`config.mk`:
```
export PLATFORM = sky130hd
export DESIGN_NAME = mdio_master
export DESIGN_NICKNAME = d
export VERILOG_FILES = /design/src/rtl/mdio_pkg.sv /design/src/rtl/mdio_bit_engine.sv /design/src/rtl/mdio_sequencer.sv /design/src/rtl/mdio_master.sv
export SDC_FILE = /design/constraint.sdc
export NUM_CORES = 1
export LEC_CHECK = 0
export ABC_AREA = 1
export CORE_MARGIN = 5
export CORE_UTILIZATION = 42
export CTS_BUF_LIST = sky130_fd_sc_hd__clkbuf_8
export CTS_CLUSTER_SIZE = 30
export DETAILED_ROUTE_END_ITERATION = 6
export PLACE_DENSITY = 0.67
export SETUP_SLACK_MARGIN = 0.1
export SLEW_MARGIN = 20
export SYNTH_ARGS = -nofsm -noshare
export SYNTH_HDL_FRONTEND = slang
export SYNTH_SLANG_ARGS = --single-unit
```
`constraint.sdc`:
```
create_clock -name clk_i -period 2.09 [get_ports clk_i]
set_input_delay 0.3135 -clock clk_i [delete_from_list [all_inputs] [get_ports clk_i]]
set_output_delay 0.3135 -clock clk_i [all_outputs]
set_load 0.02 [all_outputs]
```
`src/rtl/mdio_pkg.sv`:
```
package mdio_pkg;
  typedef enum logic [1:0] {PH_IDLE, PH_LOW, PH_HIGH} bit_phase_e;
  typedef enum logic [3:0] {
    S_IDLE, S_PRE, S_HDR, S_TAW, S_WDAT, S_TAR, S_RDAT, S_FLUSH, S_TAIL
  } seq_state_e;
  localparam logic [1:0] SOF_SHORT = 2'b01;
  localparam logic [1:0] SOF_EXT   = 2'b00;
  localparam logic [1:0] OPX_ADDR  = 2'b00;
  localparam logic [1:0] OPX_WR    = 2'b01;
  localparam logic [1:0] OPX_RD    = 2'b11;
endpackage

```
`src/rtl/mdio_bit_engine.sv`:
```
module mdio_bit_engine
  import mdio_pkg::*;
#(
  parameter int HALF_CYC    = 13,
  parameter int READ_HI_CYC = 18
) (
  input  logic clk_i,
  input  logic rst_ni,
  input  logic go_i,
  input  logic drive_i,
  input  logic val_i,
  input  logic long_i,
  input  logic mdio_i,
  output logic mdc_o,
  output logic mdio_o,
  output logic oe_o,
  output logic done_o,
  output logic sample_o
);
  localparam int MAXC  = (HALF_CYC > READ_HI_CYC) ? HALF_CYC : READ_HI_CYC;
  localparam int CNT_W = $clog2(MAXC + 1);
  localparam logic [CNT_W-1:0] HALF_LD = CNT_W'(HALF_CYC - 1);
  localparam logic [CNT_W-1:0] READ_LD = CNT_W'(READ_HI_CYC - 1);

  bit_phase_e       ph_q;
  logic [CNT_W-1:0] cnt_q;
  logic             long_q;

  always_ff @(posedge clk_i or negedge rst_ni) begin
    if (!rst_ni) begin
      ph_q     <= PH_IDLE;
      cnt_q    <= '0;
      long_q   <= 1'b0;
      mdc_o    <= 1'b0;
      mdio_o   <= 1'b0;
      oe_o     <= 1'b0;
      done_o   <= 1'b0;
      sample_o <= 1'b0;
    end else begin
      done_o <= 1'b0;
      case (ph_q)
        PH_IDLE: if (go_i) begin
          ph_q   <= PH_LOW;
          cnt_q  <= HALF_LD;
          long_q <= long_i;
          oe_o   <= drive_i;
          if (drive_i) mdio_o <= val_i;
        end
        PH_LOW: begin
          if (cnt_q == '0) begin
            ph_q  <= PH_HIGH;
            mdc_o <= 1'b1;
            cnt_q <= long_q ? READ_LD : HALF_LD;
          end else begin
            cnt_q <= cnt_q - 1'b1;
          end
        end
        PH_HIGH: begin
          if (cnt_q == '0) begin
            ph_q     <= PH_IDLE;
            mdc_o    <= 1'b0;
            done_o   <= 1'b1;
            sample_o <= mdio_i;
          end else begin
            cnt_q <= cnt_q - 1'b1;
          end
        end
        default: ph_q <= PH_IDLE;
      endcase
    end
  end

  // line value frozen across the high phase
  p_hold_hi_r9: assert property (@(posedge clk_i) disable iff (!rst_ni)
    (mdc_o && $past(mdc_o)) |-> ($stable(mdio_o) && $stable(oe_o)));
  // bit completes on the falling edge of the clock
  p_done_low_r9: assert property (@(posedge clk_i) disable iff (!rst_ni)
    done_o |-> (!mdc_o && $fell(mdc_o)));
endmodule

```
`src/rtl/mdio_sequencer.sv`:
```
module mdio_sequencer
  import mdio_pkg::*;
#(
  parameter int PHY_W      = 5,
  parameter int REG_W      = 5,
  parameter int DATA_W     = 16,
  parameter int PRE_BITS   = 32,
  parameter int FLUSH_BITS = 32
) (
  input  logic                  clk_i,
  input  logic                  rst_ni,
  input  logic                  start_i,
  input  logic                  rd_i,
  input  logic                  c45_i,
  input  logic [PHY_W-1:0]      phy_i,
  input  logic [REG_W+DATA_W-1:0] addr_i,
  input  logic [DATA_W-1:0]     wdata_i,
  input  logic [1:0]            op_rd_i,
  input  logic [1:0]            op_wr_i,
  input  logic [2**PHY_W-1:0]   ta_mask_i,
  input  logic                  eng_done_i,
  input  logic                  eng_sample_i,
  output logic                  go_o,
  output logic                  drive_o,
  output logic                  val_o,
  output logic                  long_o,
  output logic                  pre_o,
  output logic                  busy_o,
  output logic                  done_o,
  output logic [DATA_W-1:0]     rdata_o
);
  localparam int ADDR_W = REG_W + DATA_W;
  localparam int HDR_W  = 4 + PHY_W + REG_W;
  localparam int SH_W   = (DATA_W > HDR_W) ? DATA_W : HDR_W;
  localparam int M1     = (PRE_BITS > FLUSH_BITS) ? PRE_BITS : FLUSH_BITS;
  localparam int M2     = (DATA_W > HDR_W) ? DATA_W : HDR_W;
  localparam int MAXB   = (M1 > M2) ? M1 : M2;
  localparam int CNT_W  = $clog2(MAXB);

  seq_state_e        st_q;
  logic [CNT_W-1:0]  cnt_q;
  logic [SH_W-1:0]   sh_q;
  logic              rd_q, c45_q, aframe_q;
  logic [PHY_W-1:0]  phy_q;
  logic [REG_W-1:0]  reg_q;
  logic [DATA_W-1:0] alo_q, wdata_q;
  logic [1:0]        op_rd_q, op_wr_q;

  logic [1:0]        sof_w, op_w;
  logic [HDR_W-1:0]  hdr_w;
  logic              wr_like_w;

  always_comb begin
    sof_w = c45_q ? SOF_EXT : SOF_SHORT;
    if (c45_q) op_w = aframe_q ? OPX_ADDR : (rd_q ? OPX_RD : OPX_WR);
    else       op_w = rd_q ? op_rd_q : op_wr_q;
    hdr_w     = {sof_w, op_w, phy_q, reg_q};
    wr_like_w = aframe_q || !rd_q;
  end

  always_comb begin
    drive_o = 1'b0;
    val_o   = 1'b0;
    unique case (st_q)
      S_PRE:         begin drive_o = 1'b1; val_o = 1'b1;           end
      S_HDR, S_WDAT: begin drive_o = 1'b1; val_o = sh_q[SH_W-1];   end
      S_TAW:         begin drive_o = 1'b1; val_o = cnt_q[0];       end
      default:       ;
    endcase
    long_o = !drive_o;
    pre_o  = (st_q == S_PRE);
  end

  always_ff @(posedge clk_i or negedge rst_ni) begin
    if (!rst_ni) begin
      st_q     <= S_IDLE;
      cnt_q    <= '0;
      sh_q     <= '0;
      rd_q     <= 1'b0;
      c45_q    <= 1'b0;
      aframe_q <= 1'b0;
      phy_q    <= '0;
      reg_q    <= '0;
      alo_q    <= '0;
      wdata_q  <= '0;
      op_rd_q  <= '0;
      op_wr_q  <= '0;
      go_o     <= 1'b0;
      busy_o   <= 1'b0;
      done_o   <= 1'b0;
      rdata_o  <= '0;
    end else begin
      go_o   <= 1'b0;
      done_o <= 1'b0;
      if (st_q == S_IDLE) begin
        if (start_i) begin
          rd_q     <= rd_i;
          c45_q    <= c45_i;
          aframe_q <= c45_i;
          phy_q    <= phy_i;
          reg_q    <= c45_i ? addr_i[ADDR_W-1 -: REG_W] : addr_i[REG_W-1:0];
          alo_q    <= addr_i[DATA_W-1:0];
          wdata_q  <= wdata_i;
          op_rd_q  <= op_rd_i;
          op_wr_q  <= op_wr_i;
          st_q     <= S_PRE;
          cnt_q    <= CNT_W'(PRE_BITS - 1);
          busy_o   <= 1'b1;
          go_o     <= 1'b1;
        end
      end else if (eng_done_i) begin
        go_o <= 1'b1;
        case (st_q)
          S_PRE: begin
            if (cnt_q == '0) begin
              st_q  <= S_HDR;
              sh_q  <= SH_W'(hdr_w) << (SH_W - HDR_W);
              cnt_q <= CNT_W'(HDR_W - 1);
            end else cnt_q <= cnt_q - 1'b1;
          end
          S_HDR: begin
            sh_q <= sh_q << 1;
            if (cnt_q == '0) begin
              if (wr_like_w) begin
                st_q  <= S_TAW;
                cnt_q <= CNT_W'(1);
              end else begin
                st_q <= S_TAR;
              end
            end else cnt_q <= cnt_q - 1'b1;
          end
          S_TAW: begin
            if (cnt_q == '0) begin
              st_q  <= S_WDAT;
              sh_q  <= SH_W'(aframe_q ? alo_q : wdata_q) << (SH_W - DATA_W);
              cnt_q <= CNT_W'(DATA_W - 1);
            end else cnt_q <= cnt_q - 1'b1;
          end
          S_WDAT: begin
            sh_q <= sh_q << 1;
            if (cnt_q == '0) st_q <= S_TAIL;
            else cnt_q <= cnt_q - 1'b1;
          end
          S_TAR: begin
            if (eng_sample_i && !ta_mask_i[phy_q]) begin
              st_q  <= S_FLUSH;
              cnt_q <= CNT_W'(FLUSH_BITS - 1);
            end else begin
              st_q  <= S_RDAT;
              cnt_q <= CNT_W'(DATA_W - 1);
            end
          end
          S_RDAT: begin
            rdata_o <= {rdata_o[DATA_W-2:0], eng_sample_i};
            if (cnt_q == '0) st_q <= S_TAIL;
            else cnt_q <= cnt_q - 1'b1;
          end
          S_FLUSH: begin
            if (cnt_q == '0) begin
              rdata_o <= '1;
              st_q    <= S_IDLE;
              go_o    <= 1'b0;
              busy_o  <= 1'b0;
              done_o  <= 1'b1;
            end else cnt_q <= cnt_q - 1'b1;
          end
          S_TAIL: begin
            if (aframe_q) begin
              aframe_q <= 1'b0;
              st_q     <= S_PRE;
              cnt_q    <= CNT_W'(PRE_BITS - 1);
            end else begin
              st_q   <= S_IDLE;
              go_o   <= 1'b0;
              busy_o <= 1'b0;
              done_o <= 1'b1;
            end
          end
          default: st_q <= S_IDLE;
        endcase
      end
    end
  end

  // captured request holds for the whole transaction
  p_capture_hold_r10: assert property (@(posedge clk_i) disable iff (!rst_ni)
    (busy_o && $past(busy_o)) |-> ($stable(phy_q) && $stable(rd_q) && $stable(c45_q)));
  // completion coincides with busy dropping
  p_done_end_r10: assert property (@(posedge clk_i) disable iff (!rst_ni)
    done_o |-> (!busy_o && $fell(busy_o)));
  // flushed read returns all ones
  p_flush_ones_r6: assert property (@(posedge clk_i) disable iff (!rst_ni)
    (done_o && $past(st_q == S_FLUSH)) |-> (rdata_o == '1));
endmodule

```
`src/rtl/mdio_master.sv`:
```
module mdio_master #(
  parameter int HALF_CYC    = 13,
  parameter int READ_HI_CYC = 18,
  parameter int PHY_W       = 5,
  parameter int REG_W       = 5,
  parameter int DATA_W      = 16,
  parameter int PRE_BITS    = 32,
  parameter int FLUSH_BITS  = 32
) (
  input  logic                    clk_i,
  input  logic                    rst_ni,
  input  logic                    start_i,
  input  logic                    rd_i,
  input  logic                    c45_i,
  input  logic [PHY_W-1:0]        phy_i,
  input  logic [REG_W+DATA_W-1:0] addr_i,
  input  logic [DATA_W-1:0]       wdata_i,
  input  logic [1:0]              op_rd_i,
  input  logic [1:0]              op_wr_i,
  input  logic [2**PHY_W-1:0]     ta_mask_i,
  output logic                    busy_o,
  output logic                    done_o,
  output logic [DATA_W-1:0]       rdata_o,
  output logic                    mdc_o,
  output logic                    mdio_o,
  output logic                    mdio_oe_o,
  input  logic                    mdio_i
);
  logic go_w, drive_w, val_w, long_w, pre_w, eng_done_w, eng_sample_w;

  mdio_sequencer #(
    .PHY_W(PHY_W), .REG_W(REG_W), .DATA_W(DATA_W),
    .PRE_BITS(PRE_BITS), .FLUSH_BITS(FLUSH_BITS)
  ) u_seq (
    .clk_i(clk_i), .rst_ni(rst_ni), .start_i(start_i), .rd_i(rd_i),
    .c45_i(c45_i), .phy_i(phy_i), .addr_i(addr_i), .wdata_i(wdata_i),
    .op_rd_i(op_rd_i), .op_wr_i(op_wr_i), .ta_mask_i(ta_mask_i),
    .eng_done_i(eng_done_w), .eng_sample_i(eng_sample_w),
    .go_o(go_w), .drive_o(drive_w), .val_o(val_w), .long_o(long_w),
    .pre_o(pre_w), .busy_o(busy_o), .done_o(done_o), .rdata_o(rdata_o)
  );

  mdio_bit_engine #(.HALF_CYC(HALF_CYC), .READ_HI_CYC(READ_HI_CYC)) u_eng (
    .clk_i(clk_i), .rst_ni(rst_ni), .go_i(go_w), .drive_i(drive_w),
    .val_i(val_w), .long_i(long_w), .mdio_i(mdio_i), .mdc_o(mdc_o),
    .mdio_o(mdio_o), .oe_o(mdio_oe_o), .done_o(eng_done_w),
    .sample_o(eng_sample_w)
  );

  // preamble bits are driven ones
  p_pre_ones_r2: assert property (@(posedge clk_i) disable iff (!rst_ni)
    (pre_w && mdc_o) |-> (mdio_oe_o && mdio_o));
  // sampled bits never see the master driving
  p_release_read_r5: assert property (@(posedge clk_i) disable iff (!rst_ni)
    (busy_o && !drive_w && mdc_o) |-> !mdio_oe_o);
  // clock idles low outside a transaction
  p_idle_low_r9: assert property (@(posedge clk_i) disable iff (!rst_ni)
    (!busy_o && !$past(busy_o)) |-> !mdc_o);
endmodule

```
==> impl_results.rst <==
.. list-table::
   :header-rows: 1

   * - Metric
     - Value
   * - Worst IR drop on VDD
     - approximately 0.00056 V
   * - Signed area change from the synthesized netlist to the final layout
     - 30.5%
   * - Final worst clock skew
     - ~9.5 ps
   * - Share of post-route cells with drive strength above 1
     - 0.0861
   * - FILL cells
     - between 1,000 and 1,500
   * - Maximum frequency from static timing analysis
     - 527 MHz
   * - Summed negative setup slack over all endpoints
     - 0 ps
   * - Clock slew at reported path FFs
     - around 100 ps
   * - Most frequent cells in the layout
     - sky130_fd_sc_hd__nand2_1 (244), sky130_fd_sc_hd__dfrtp_1 (104), sky130_fd_sc_hd__clkdlybuf4s50_1 (103)
   * - P per Cell Area
     - between 1000 and 1500 nW/um^2
   * - TritonCTS Buffers
     - 9
   * - Highest fanout seen on the critical path
     - 5
   * - Vias per cell
     - between 4 and 5
   * - Final period demand of the worst path
     - 1900 ps
   * - GR met3 Demand/Resource
     - 0.0504
   * - Overall fraction of global-route tracks in use
     - 0.193
   * - Count of nets left with antenna violations after detail routing
     - 0
   * - Setup WS pre-CTS
     - ~140 ps
   * - Vias in the first global route
     - 4,948
   * - Post-synthesis instance area
     - 5460 sq um
   * - CTS Root Buffer Type
     - sky130_fd_sc_hd__clkbuf_8
   * - Number of synthesized flops with an enable pin
     - 0
   * - Number of setup violations in the final report
     - 0
   * - Max capacitance violation total
     - 0
   * - Fraction of post-synthesis cell area in the top cell type by area
     - 0.485
   * - Status
     - finished, final reports clean
   * - Routed WL per cell
     - between 10 and 15 microns
   * - Final hold viol count
     - 0
   * - Number of violations reported at the end of detailed-routing iteration 0
     - approximately 320
   * - Clock latency on the worst-skew pair
     - 390 ps
   * - Startpoint-to-endpoint class of the critical path
     - register to register
   * - Clock tree from TritonCTS
     - done
   * - Normalized max-slew margin
     - 0.671
   * - Worst path arrival time
     - ~2200 ps
   * - Wire length of the first global-routing pass
     - about 24 mm
   * - Core Region
     - between 10,000 and 15,000 sq um
   * - DRC violation count after routing
     - 0
   * - Global Route met1 Usage
     - 0.250
   * - Die H
     - 124 microns
   * - CTS sink count
     - approximately 110
   * - GRT met2 Usage
     - 0.321
   * - First drt pass iteration count
     - 5
   * - Cell count after synthesis
     - slightly above 700
   * - Overall via count from detail_route
     - 5,091
   * - Mean instance size in the synthesized netlist
     - about 7.5 sq um
   * - Horizontal extent of the die
     - between 100 and 150 microns
   * - Total congestion overflow after global routing
     - 0
   * - Most common library cell in the layout ignoring fill and taps
     - sky130_fd_sc_hd__nand2_1
   * - Share of synthesized area occupied by flip-flops and latches
     - 0.485
   * - Unrepaired setup endpoints after global routing
     - yes
   * - Class of the tightest hold or removal check
     - input port to asynchronous set/reset pin
   * - Multi-input combinational cell area
     - between 2000 and 2500 sq um
   * - FFs w/ async S/R, synth
     - 1.00
   * - Wirelength, routed
     - approximately 14 mm
   * - Initial antenna violation count
     - 0
   * - Number of antenna repair diodes
     - 0
   * - Grt peak-use layer
     - met2
   * - Fin. max-slew vios
     - 0
   * - Count of cell types in the netlist
     - 37
   * - Critical Path Source
     - u_seq.st_q[1]
   * - Depth of the CTS H-tree
     - 3
   * - Placer congestion estimate
     - roughly 0.87
   * - Final Net Count
     - between 900 and 1,000
   * - Post-synth top flop
     - sky130_fd_sc_hd__dfrtp_1
   * - Initial Util
     - 0.431
   * - #FFs+latches synth
     - ~110
   * - Slew at the pin closest to its max-slew limit
     - roughly 500 ps
   * - Die area
     - between 15,000 and 20,000 sq um
   * - Share of the cycle needed by the critical path after routing
     - 0.908
   * - Maximum clock insertion buffer count
     - 2
   * - Number of primary I/O pins
     - 105
   * - Final HPWL from detailed placement
     - 10.7 mm
   * - Largest net degree at the start of global routing
     - 49
   * - Yosys Warn Count
     - 0
   * - Kind of launch point of the worst setup path
     - register
   * - FF-to-FF Start
     - u_seq.st_q[1]
   * - Sequential cell area
     - ~2700 sq um
   * - Setup slack of the critical path after layout
     - 193 ps
   * - Worst hold-check slack
     - 411 ps
   * - Top area cells in the synthesized netlist
     - sky130_fd_sc_hd__dfrtp_1 (49%), sky130_fd_sc_hd__nand2_1 (17%), sky130_fd_sc_hd__o21ai_0 (6.9%), sky130_fd_sc_hd__inv_1 (5.7%), sky130_fd_sc_hd__nor2_1 (4.0%)
   * - Most area-hungry cell type in the Yosys netlist
     - sky130_fd_sc_hd__dfrtp_1
   * - Leak
     - 3.47 nW
   * - Count of buffers from port buffering
     - 104
   * - Endpoint type of the worst setup path
     - register
   * - Worst Path Required
     - around 2400 ps
   * - Synthesized netlist net count
     - 816
   * - Number of placement rows
     - between 40 and 50
[through the flow]
step | util | instances | instance area, sq um | power (mW)
floorplan | - | 727 | 5460 | 5.28
global placement | 0.539 | 998 | 6820 | 6.24
detailed placement | 0.539 | 998 | 6820 | 6.31
CTS | 0.556 | 1014 | 7040 | 7.71
global route | 0.563 | 1020 | 7130 | 8.43
finish | 0.563 | 1020 | 7130 | 7.73
[cell usage after synthesis (all sizes together) (2+ instances only)]
cell	number
a22oi	10
xor2	4
nor3	7
a21oi	12
clkinv	2
o21a	7
nand3	40
clkbuf	13
mux2i	2
ha	5
dfrtp	106
o22ai	5
buf	15
nand2	246
nor2	63
o221ai	3
o2111ai	2
o211ai	9
or2	2
o21ai	80
inv	88
[layout make-up]
type | count | area share
Timing Repair Buffer | 134 | 0.186
Inverter | 90 | 0.0479
Clock inverter | 6 | 0.0116
Clock buffer | 9 | 0.0174
Tap cell | 172 | 0.0302
Multi-Input combinational cell | 503 | 0.334
Sequential cell | 106 | 0.372
[metal layers]
layer	wire length, microns	vias up	share of wire
li1	-	2546	-
met1	6170	2406	0.44
met2	6970	118	0.50
met3	673	21	0.048
met4	247	0	0.018
met5	0	-	0
[cell families after synthesis]
family                     count (synthesis)  share of synthesized area
adders and majority gates                  5                     0.0114
buffers and inverters                    118                     0.0852
AOI/OAI and AO/OA                        131                      0.139
xor gates and xnor gates                   5                    0.00801
DFF                                      106                      0.485
and+or+nand+nor                          360                      0.267
muxes                                      2                    0.00366
[registers in the layout, indices dropped and copies added (netlist names), 2 cells and up]
name	flops
u_eng.cnt_q	5
u_eng.ph_q	2
u_seq.alo_q	16
u_seq.cnt_q	5
u_seq.op_rd_q	2
u_seq.op_wr_q	2
u_seq.phy_q	5
u_seq.rdata_o	16
u_seq.reg_q	5
u_seq.sh_q	16
u_seq.st_q	4
u_seq.wdata_q	16
[power by group]
part | switching, mW | internal [mW]
clock | 0.698 | 0.665
combinational | 2.00 | 1.27
sequential | 0.399 | 2.70
[timing repair]
| action | CTS | global route |
|---|---|---|
| endpoints found under the setup margin | 0 | 58 |
| hold buffers | 1 | 0 |
| buffers inserted | 0 | 6 |
| resized for setup | 0 | 14 |
| hold endpoints to repair | 31 | 0 |
[final timing paths]
check                                    end  slack [ps]  depth (start not counted)
min in group clk_i         u_seq.wdata_q[10]         460                          3
hold reg to reg               u_seq.alo_q[5]         480                          2
setup / recovery               u_seq.st_q[2]         190                         10
setup reg to reg               u_seq.st_q[2]         190                         10
hold / removal                   u_eng.mdc_o         410                          2
max in group asynchronous      u_seq.sh_q[4]        1060                          3
[worst max-delay path: stages, from the launching register on]
cell and delay [ps]:
sky130_fd_sc_hd__dfrtp_2 450, sky130_fd_sc_hd__nor2_2 180, sky130_fd_sc_hd__inv_2 80, sky130_fd_sc_hd__nor2_4 140, sky130_fd_sc_hd__inv_2 90, sky130_fd_sc_hd__nor2_4 210, sky130_fd_sc_hd__nor2_1 130, sky130_fd_sc_hd__inv_2 100
sky130_fd_sc_hd__nand2_2 110, sky130_fd_sc_hd__nor3b_2 240, sky130_fd_sc_hd__a21oi_1 60
Power figures use the tool's default switching activity.
